## config.mk

```make
export PLATFORM = sky130hd
export DESIGN_NAME = wdt_core
export DESIGN_NICKNAME = d
export VERILOG_FILES = /design/src/rtl/wdt_pkg.sv /design/src/rtl/wdt_ctrl_reg.sv /design/src/rtl/wdt_prescaler.sv /design/src/rtl/wdt_core.sv
export SDC_FILE = /design/constraint.sdc
export NUM_CORES = 1
export LEC_CHECK = 0
export BUFFER_PORTS_ARGS = -buffer_cell sky130_fd_sc_hd__buf_2
export CAP_MARGIN = 15
export CORE_MARGIN = 5
export CORE_UTILIZATION = 30
export DETAILED_ROUTE_END_ITERATION = 8
export HOLD_SLACK_MARGIN = 0.08
export PLACE_DENSITY = 0.58
export SLEW_MARGIN = 15
export SYNTH_ARGS = -nofsm -noshare
export SYNTH_HDL_FRONTEND = slang
export SYNTH_HIERARCHICAL = 1
export SYNTH_SLANG_ARGS = --single-unit
```

## constraint.sdc

```tcl
create_clock -name clk -period 2.6 [get_ports clk]
set_clock_uncertainty 0.2 [all_clocks]
set_input_delay 0.52 -clock clk [delete_from_list [all_inputs] [get_ports clk]]
set_output_delay 0.52 -clock clk [all_outputs]
set_load 0.03 [all_outputs]
```

## src/rtl/wdt_pkg.sv

```systemverilog
`timescale 1ns/1ps
package wdt_pkg;

   typedef enum logic [1:0] {
      WD_OFF  = 2'd0,
      WD_IRQ  = 2'd1,
      WD_RST  = 2'd2,
      WD_BOTH = 2'd3
   } wd_mode_e;

   localparam int FLAG_POS   = 7;
   localparam int IEN_POS    = 6;
   localparam int SEL_HI_POS = 5;
   localparam int CHG_POS    = 4;
   localparam int REN_POS    = 3;

   function automatic wd_mode_e wd_decode(input logic fuse_run,
                                          input logic ren,
                                          input logic ien);
      wd_mode_e m;
      if (fuse_run)
         m = ien ? WD_BOTH : WD_RST;
      else begin
         case ({ren, ien})
            2'b00:   m = WD_OFF;
            2'b01:   m = WD_IRQ;
            2'b10:   m = WD_RST;
            default: m = WD_BOTH;
         endcase
      end
      return m;
   endfunction

endpackage

```

## src/rtl/wdt_ctrl_reg.sv

```systemverilog
`timescale 1ns/1ps
module wdt_ctrl_reg
   import wdt_pkg::*;
#(
   parameter int CE_CYCLES = 4
) (
   input  logic       clk,
   input  logic       rst_n,
   input  logic       wr_en,
   input  logic [7:0] wr_data,
   input  logic       force_ren,
   input  logic       flag_set,
   input  logic       ack,
   input  logic       ack_ien_clr,
   output logic       flag_o,
   output logic       ien_o,
   output logic       ren_o,
   output logic [3:0] sel_o,
   output logic [7:0] rd_o
);

   localparam int             CEW     = $clog2(CE_CYCLES + 1);
   localparam logic [CEW-1:0] CE_LOAD = CEW'(CE_CYCLES - 1);

   initial assert (CE_CYCLES >= 1) else $error("CE_CYCLES must be at least 1");

   logic           flag_q, ien_q, ren_q, chg_q;
   logic [3:0]     sel_q;
   logic [CEW-1:0] chg_cnt_q;

   always_ff @(posedge clk or negedge rst_n) begin
      if (!rst_n)
         flag_q <= 1'b0;
      else if (flag_set)
         flag_q <= 1'b1;
      else if (ack || (wr_en && wr_data[FLAG_POS]))
         flag_q <= 1'b0;
   end

   always_ff @(posedge clk or negedge rst_n) begin
      if (!rst_n)
         ien_q <= 1'b0;
      else if (ack_ien_clr)
         ien_q <= 1'b0;
      else if (wr_en)
         ien_q <= wr_data[IEN_POS];
   end

   always_ff @(posedge clk or negedge rst_n) begin
      if (!rst_n)
         ren_q <= 1'b0;
      else if (force_ren)
         ren_q <= 1'b1;
      else if (wr_en) begin
         if (wr_data[REN_POS])
            ren_q <= 1'b1;
         else if (chg_q)
            ren_q <= 1'b0;
      end
   end

   always_ff @(posedge clk or negedge rst_n) begin
      if (!rst_n)
         sel_q <= '0;
      else if (wr_en && chg_q)
         sel_q <= {wr_data[SEL_HI_POS], wr_data[2:0]};
   end

   always_ff @(posedge clk or negedge rst_n) begin
      if (!rst_n) begin
         chg_q     <= 1'b0;
         chg_cnt_q <= '0;
      end else if (wr_en && wr_data[CHG_POS]) begin
         chg_q     <= 1'b1;
         chg_cnt_q <= CE_LOAD;
      end else if (chg_q) begin
         if (chg_cnt_q == '0)
            chg_q <= 1'b0;
         else
            chg_cnt_q <= chg_cnt_q - 1'b1;
      end
   end

   always_comb begin
      flag_o = flag_q;
      ien_o  = ien_q;
      ren_o  = ren_q | force_ren;
      sel_o  = sel_q;
      rd_o   = {flag_q, ien_q, sel_q[3], chg_q, ren_q | force_ren, sel_q[2:0]};
   end

endmodule

```

## src/rtl/wdt_prescaler.sv

```systemverilog
`timescale 1ns/1ps
module wdt_prescaler #(
   parameter int BASE_LOG2 = 11,
   parameter int NUM_CODES = 10
) (
   input  logic       clk,
   input  logic       rst_n,
   input  logic       run,
   input  logic       tick,
   input  logic       restart,
   input  logic       hold_clr,
   input  logic [3:0] sel,
   output logic       expire
);

   localparam int         CW      = BASE_LOG2 + NUM_CODES - 1;
   localparam logic [4:0] NC      = 5'(NUM_CODES);
   localparam logic [3:0] TOP_SEL = 4'(NUM_CODES - 1);

   initial begin
      assert (BASE_LOG2 >= 1) else $error("BASE_LOG2 must be at least 1");
      assert (NUM_CODES >= 1 && NUM_CODES <= 16) else $error("NUM_CODES must be 1..16");
   end

   logic [CW-1:0]        cnt_q;
   logic [NUM_CODES-1:0] at_end;
   logic [3:0]           sel_eff;

   // one terminal detector per period code: low bits all ones
   for (genvar k = 0; k < NUM_CODES; k++) begin : g_term
      assign at_end[k] = &cnt_q[BASE_LOG2+k-1:0];
   end

   always_comb begin
      sel_eff = ({1'b0, sel} >= NC) ? TOP_SEL : sel;
      expire  = run && tick && !restart && !hold_clr && at_end[sel_eff];
   end

   always_ff @(posedge clk or negedge rst_n) begin
      if (!rst_n)
         cnt_q <= '0;
      else if (restart || hold_clr || expire)
         cnt_q <= '0;
      else if (run && tick)
         cnt_q <= cnt_q + 1'b1;
   end

endmodule

```

## src/rtl/wdt_core.sv

```systemverilog
`timescale 1ns/1ps
module wdt_core
   import wdt_pkg::*;
#(
   parameter int BASE_LOG2 = 11,
   parameter int NUM_CODES = 10,
   parameter int CE_CYCLES = 4
) (
   input  logic       clk,
   input  logic       rst_n,
   input  logic       osc_tick,
   input  logic       wr_en,
   input  logic [7:0] wr_data,
   output logic [7:0] rd_data,
   input  logic       wd_restart,
   input  logic       irq_ack,
   input  logic       always_on,
   input  logic       rst_flag,
   output logic       irq,
   output logic       sys_rst
);

   wd_mode_e   mode;
   logic       flag, ien, ren, expire;
   logic       flag_set, rst_req, ack_ien_clr;
   logic [3:0] sel;
   logic       sys_rst_q;

   wdt_ctrl_reg #(.CE_CYCLES(CE_CYCLES)) u_reg (
      .clk         (clk),
      .rst_n       (rst_n),
      .wr_en       (wr_en),
      .wr_data     (wr_data),
      .force_ren   (rst_flag),
      .flag_set    (flag_set),
      .ack         (irq_ack),
      .ack_ien_clr (ack_ien_clr),
      .flag_o      (flag),
      .ien_o       (ien),
      .ren_o       (ren),
      .sel_o       (sel),
      .rd_o        (rd_data)
   );

   wdt_prescaler #(.BASE_LOG2(BASE_LOG2), .NUM_CODES(NUM_CODES)) u_pre (
      .clk      (clk),
      .rst_n    (rst_n),
      .run      (mode != WD_OFF),
      .tick     (osc_tick),
      .restart  (wd_restart),
      .hold_clr (sys_rst_q),
      .sel      (sel),
      .expire   (expire)
   );

   always_comb begin
      mode        = wd_decode(always_on, ren, ien);
      flag_set    = expire && ((mode == WD_IRQ) || (mode == WD_BOTH && !flag));
      rst_req     = expire && ((mode == WD_RST) || (mode == WD_BOTH && flag));
      ack_ien_clr = irq_ack && (mode == WD_BOTH);
      irq         = flag && ien;
      sys_rst     = sys_rst_q;
   end

   always_ff @(posedge clk or negedge rst_n) begin
      if (!rst_n)
         sys_rst_q <= 1'b0;
      else
         sys_rst_q <= rst_req;
   end

endmodule

```

==> metrics.yaml, run 1 <==
synth_area_leaders: "dfrtp_1, a21oi_2, xor2_1, buf_4, nand2_1"
cts_hold_buf: 0
gp_congestion: 0.7437
viasPerCell: 5.007
yosysWarnings: 6
critPathBufInv: 0
cp-start-kind: "flip-flop"
power_density_nw_per_um2: 726.7
slew_headroom_pct: 52.12
tightest_slew_ns: 0.7182
crit_fanout: 4
syn_avg_cell_area_sq_um: 10.45
yosys_register_bits: 32
crit_type: "flip-flop to flip-flop"
antennaDiodeCount: 0
dieArea_sq_um: 8191
cp_cell_sequence: "ha_1, nand4_2, nor4_2, ha_1, a41o_1, a21oi_1, o21ai_0, and3_1, nand2_1, a21oi_1, a31o_2"
synth_most_common_cell: "dfrtp_1"
cts_buffers: 5
grt_pass1_wl_um: 7279
status: "finished, final reports clean"
synth_nets: 206
ir_drop_mv: 0.3775
layout-drive-gt1-share_pct: 36.45
clkSinkCount: 32
rrSetupSlack_ns: 0.21
hold_viol_final: 0
p_leak_nw: 0.9894
die_y_um: 90.51
dp_hpwl_um: 2987
overflow: 0
fin_ws_ns: 0.2075
drtIter0Drc: 107
synth_cells: 186
coreArea_sq_um: 6314
timing.rr.start: "u_pre/cnt_q[0]"
final-setup-viol-count: 0
vias: 1457
slowest_delay_ns: 0.43
reg2reg_depth: 11
postSynth.asyncResetShare_pct: 100.0
clock_latency_ns: 0.28
slew_violations: 0
synth_common_cells: "dfrtp_1, a21oi_2, nand2_1, xor2_1, buf_4"
antenna_found_initial: 0
grt_max_degree: 33
crit_slowest_cell: "dfrtp_1"
synth_flop_cell: "dfrtp_1"
hold_class: "input pin to async pin"
nets: 233
critical_path_required_ns: 2.58
min_period_ns: 2.393
drc: 0
root_buffer: "clkbuf_8"
crit-reg2reg-capture: "u_reg/flag_o"
post-route-period-util_pct: 92.02
drv_cap: 0
rsz0062_at_grt: "no"
num_io_pins: 26
cts_setup_buffers: 0
cts.clk_slew.worst_paths_ns: 0.07
fin_setup_tns_ns: 0
route.antenna.remaining_nets: 0
cp.arrival_ns: 2.37
die_w_um: 90.51
cp_top_family: "compound AO/OA/AOI/OAI gates"
yosysTopAreaCell: "dfrtp_1"
h-tree-depth: 2
portBuffers: 25
synth_top_cell_area_share_pct: 41.18
area_delta_synth_final_pct: 15.51
ys_types: 45
ys_seq_area_share_pct: 41.18
wl_um: 4178
grtUsageTotal_pct: 10.69
wl_per_cell_um: 14.36
fillers: 670
dp_slack_ns: 0.07442
synth_area_sq_um: 1944
clock.fmax_mhz: 418.0
grt_pass1_vias: 1532
clock_path_buffers: 2
dr.pass1.iters: 4
synth_edf_count: 0
end_kind: "flip-flop"
cts_tree: "yes"
cts_resized: 0
hold-worst-slack_ns: 0.08448
initial_core_util_pct: 30.80
num_rows: 29
==> registers in the layout, indices dropped and copies added, names as in the netlist <==
register,flops
u_reg/ien_o,1
u_reg/ren_q,1
sys_rst,1
u_reg/flag_o,1
u_pre/cnt_q,20
u_reg/sel_o,4
u_reg/chg_cnt_q,3
u_reg/chg_q,1
==> layer usage <==
metal / routed length [um] / part of all wire [%] / track usage (%)
met5: 0 / 0 / 0
met3: 172 / 4.1 / 2.333
met2: 1944 / 47 / 16.83
met1: 1991 / 48 / 14.29
met4: 69 / 1.7 / 3.970
==> worst max path at each step <==
stage                   endpoint  slack, ns      startpoint  depth (start not counted)
floorplan           u_reg/flag_o       0.14        rst_flag                         10
global placement    u_reg/flag_o       0.10        rst_flag                         10
detailed placement  u_reg/flag_o       0.07        rst_flag                         10
CTS                 u_reg/flag_o       0.25  u_pre/cnt_q[0]                         11
global route        u_reg/flag_o       0.07  u_pre/cnt_q[0]                         11
finish              u_reg/flag_o       0.21  u_pre/cnt_q[0]                         11
==> area by class of cell <==
| type | count | area, sq um | area share [%] |
|---|---|---|---|
| multi-input combinational | 134 | 1017 | 45.29 |
| inverter | 7 | 26.28 | 1.170 |
| timing repair buffer | 33 | 197.7 | 8.802 |
| clock inverter | 2 | 35.03 | 1.560 |
| sequential | 32 | 800.8 | 35.65 |
| tap | 77 | 96.34 | 4.290 |
| clock buffer | 6 | 72.57 | 3.231 |
==> through the flow <==
stage	power, mW	cells	util [%]	area [sq um]
floorplan	1.070	186	-	1944
global placement	1.165	283	33.87	2138
detailed placement	1.169	283	33.87	2138
CTS	1.654	291	35.57	2246
global route	1.742	291	35.57	2246
finish	1.632	291	35.57	2246
==> where the power goes <==
group / switching [mW] / total [mW] / leakage, nW / internal (mW)
registers: 0.102 / 0.669 / 0.419 / 0.567
clock network: 0.188 / 0.472 / 0.0552 / 0.284
logic: 0.289 / 0.490 / 0.515 / 0.202
==> cells by family after synthesis <==
logic type / count (synthesis) / synth area share (%)
AND/OR/NAND/NOR: 62 / 19.88
AO/OA/AOI/OAI: 42 / 17.37
flip-flops: 32 / 41.18
buffers and inverters: 20 / 6.499
XOR/XNOR: 18 / 8.108
multiplexers: 8 / 4.376
adder cells (fa/ha/maj): 4 / 2.574
==> cell usage in the layout (no fill, tap or decap), drive strengths merged <==
cell type  synthesis  layout
mux2i              4       4
a31o               1       1
a211oi             1       1
inv                7       7
a221o              1       1
a32oi              1       1
o21a               1       1
buf               13      33
o211ai             3       3
o21ba              1       1
xor2              14      14
nor4b              2       2
dfrtp             32      32
or2                2       2
and2               3       3
bufinv             0       1
nand2             15      15
nand4              9       9
nand2b             4       4
nor4               3       3
nor3               2       2
nor2               8       8
clkinv             0       1
a41o               2       2
ha                 4       4
and3               5       5
a21oi             27      27
nand3              7       7
or3                1       1
a21o               1       1
mux2               4       4
o21ai              3       3
clkbuf             0       6
xnor2              4       4
and4               1       1
Note: power is estimated with default switching activity, not from simulation.
==> run 2, diff against run 1 <==
--- a/config.mk
+++ b/config.mk
@@ -12,8 +12,8 @@
 export DETAILED_ROUTE_END_ITERATION = 8
 export HOLD_SLACK_MARGIN = 0.08
 export PLACE_DENSITY = 0.58
+export RECOVER_POWER = 25
 export SLEW_MARGIN = 15
 export SYNTH_ARGS = -nofsm -noshare
 export SYNTH_HDL_FRONTEND = slang
-export SYNTH_HIERARCHICAL = 1
 export SYNTH_SLANG_ARGS = --single-unit
==> run 2 against run 1 <==
- the run now ends with capacitance limit, slew limit left
- cell area grew 6.9%
- via count up 6.8%
- non-clock buffer count rose by 7
- hold slack better by 0.13 ns
- global-route usage grew 0.51 points
- register-to-register slack worse by 0.14 ns
- synthesized cell count is 0.54% higher
- clock power down 17%
- combinational power increased by 45%
- flip-flop and latch count did not move
- synthesized area grew 2.4%
- wire length increased by 8.5%
- highest routed layer unchanged
==> metrics.yaml, run 2 <==
root_buffer: "clkbuf_8"
end_kind: "flip-flop"
num_rows: 29
failed_checks: "capacitance limit, slew limit"
viasPerCell: 5.204
tightest_slew_ns: 1.744
die_y_um: 91.49
postSynth.asyncResetShare_pct: 100.0
rsz0062_at_grt: "yes"
p_leak_nw: 0.9754
crit_type: "flip-flop to flip-flop"
use_met1_pct: 14.79
grt_max_degree: 33
fillers: 635
drc: 0
grt_pass1_wl_um: 7659
status: "finished with violations"
dp_hpwl_um: 2978
reg2reg_depth: 11
min_period_ns: 2.533
nets: 241
cts_tree: "yes"
wl_per_cell_um: 15.16
final-setup-viol-count: 0
cts.clk_slew.worst_paths_ns: 0.06
power_density_nw_per_um2: 723.5
slowest_delay_ns: 0.38
place_inst: 289
drtIter0Drc: 64
timing.rr.start: "u_pre.cnt_q[0]"
min_from: "wr_data[4]"
antenna_found_initial: 0
regMostFlops: "u_pre.cnt_q"
critPathBufInv: 2
yosysWarnings: 0
route.antenna.remaining_nets: 0
dr.pass1.iters: 4
crit-reg2reg-capture: "u_pre.cnt_q[6]"
synth_nets: 207
cp_top_family: "compound AO/OA/AOI/OAI gates"
synth_area_sq_um: 1992
gp_congestion: 0.8054
power_mw: 1.736
grt_pass1_vias: 1562
final-seq-area_sq_um: 802.0
hold_path_depth: 2
hold_viol_final: 0
use_met3_pct: 2.231
synth_flop_cell: "dfrtp_1"
synth_cells: 187
area_delta_synth_final_pct: 20.48
antennaDiodeCount: 0
coreArea_sq_um: 6422
post-route-period-util_pct: 97.43
largest_reg_flops: 20
h-tree-depth: 2
crit_slowest_cell: "dfrtp_1"
dp_slack_ns: 0.01906
wl_um: 4533
synth_most_common_cell: "dfrtp_1"
die_w_um: 91.49
hold_class: "input pin to flip-flop"
drv_cap: 1
cts_setup_buffers: 0
dieArea_sq_um: 8370
stdcell_count: 299
top_usage_layer: "met2"
rrSetupSlack_ns: 0.07
clock_latency_ns: 0.28
vias: 1556
cp_cell_sequence: "ha_2, nand3_2, nor3_4, and4_1, ha_1, inv_1, o21ai_0, a31oi_1, o311ai_4, buf_12, a2111oi_1"
ys_seq_area_share_pct: 40.20
slew_violations: 33
yosysTopAreaCell: "dfrtp_1"
layout_common_cells: "dfrtp_1, buf_2, xnor2_1"
gr-usage-met2_pct: 17.89
clock.fmax_mhz: 394.8
hold-worst-slack_ns: 0.2188
clkSinkCount: 32
yosys_register_bits: 32
cp.arrival_ns: 2.49
layout-drive-gt1-share_pct: 33.78
clock_path_buffers: 2
cts_buffers: 5
fin_ws_ns: 0.06681
synth_common_cells: "dfrtp_1, xnor2_1, nand2_1"
final_common_cell: "dfrtp_1"
portBuffers: 25
ir_drop_mv: 0.4876
slew_headroom_pct: -16.25
cp-start-kind: "flip-flop"
synth_top_cell_area_share_pct: 40.20
critical_path_required_ns: 2.56
grtUsageTotal_pct: 11.20
overflow: 0
num_io_pins: 26
syn_avg_cell_area_sq_um: 10.65
ys_types: 48
synth_area_leaders: "dfrtp_1, xnor2_1, a2111oi_2, a2111oi_0, nand2_1"
synth_edf_count: 0
multi_input_area_sq_um: 1092
worstHoldEndpoint: "u_reg.chg_cnt_q[2]"
initial_core_util_pct: 31.01
crit_fanout: 11
[run 2: how the worst max path moves through the flow]
| stage | start | to | slack [ns] | cells past startpoint |
|---|---|---|---|---|
| 4_1_cts | u_pre.cnt_q[0] | u_pre.cnt_q[8] | 0.01 | 11 |
| 5_1_grt | u_pre.cnt_q[0] | u_pre.cnt_q[10] | -0.09 | 11 |
| 6_report | u_pre.cnt_q[0] | u_pre.cnt_q[6] | 0.07 | 11 |
| 2_1_floorplan | u_pre.cnt_q[0] | sys_rst | 0.11 | 11 |
| 3_5_place_dp | u_pre.cnt_q[0] | u_pre.cnt_q[5] | 0.02 | 11 |
| 3_3_place_gp | u_pre.cnt_q[0] | u_pre.cnt_q[0] | 0.13 | 11 |
[run 2: layer usage]
layer  part of all wire (%)  wire, um
met4                    1.8        80
met5                      0         0
met3                    2.4       107
met1                     47      2144
met2                     49      2200
[run 2: through the flow]
step / instance area (sq um) / TNS, ns / utilization [%]
final: 2400 / 0 / 37.37
after global routing: 2400 / -0.2307 / 37.37
after CTS: 2292 / 0 / 35.69
after detailed placement: 2200 / 0 / 34.25
after global placement: 2200 / 0 / 34.25
after floorplan: 1992 / 0 / -
[run 2: worst reg2reg max path, stage by stage (launching register included)]
cell and delay, ns:
dfrtp_1 0.38, ha_2 0.20, nand3_2 0.10, nor3_4 0.04
and4_1 0.18, ha_1 0.18, inv_1 0.06, o21ai_0 0.08
a31oi_1 0.26, o311ai_4 0.18, buf_12 0.21, a2111oi_1 0.35
[run 2: where the power goes]
group	internal [mW]	switching [mW]
Sequential	0.566	0.0697
Combinational	0.282	0.428
Clock	0.216	0.175
Total	1.06	0.673
[run 2: logic make-up (layout without fill, tap and decap cells)]
logic type      after synthesis  in the layout  share of synthesized area (%)
compound gates               42             42                          19.41
xor+xnor                     19             19                          8.354
fa+ha+maj                     4              4                          2.513
buf+inv                      26             61                          8.668
flops                        32             32                          40.20
mux                           7              7                          3.769
simple gates                 57             57                          17.09
[run 2: final cells by class]
cell class              instances  share of cell area, %
clock buffers                   8                  3.754
inverters                      13                  2.033
multi-input cells             129                  45.52
flip-flops and latches         32                  33.42
well taps                      77                  4.015
repair buffers                 40                  11.26
[run 2: timing repair]
item	4_1_cts	5_1_grt
endpoints found under the setup margin	2	13
hold buffers	0	0
gates cloned	0	2
resized for setup	2	19
pin swaps	0	1
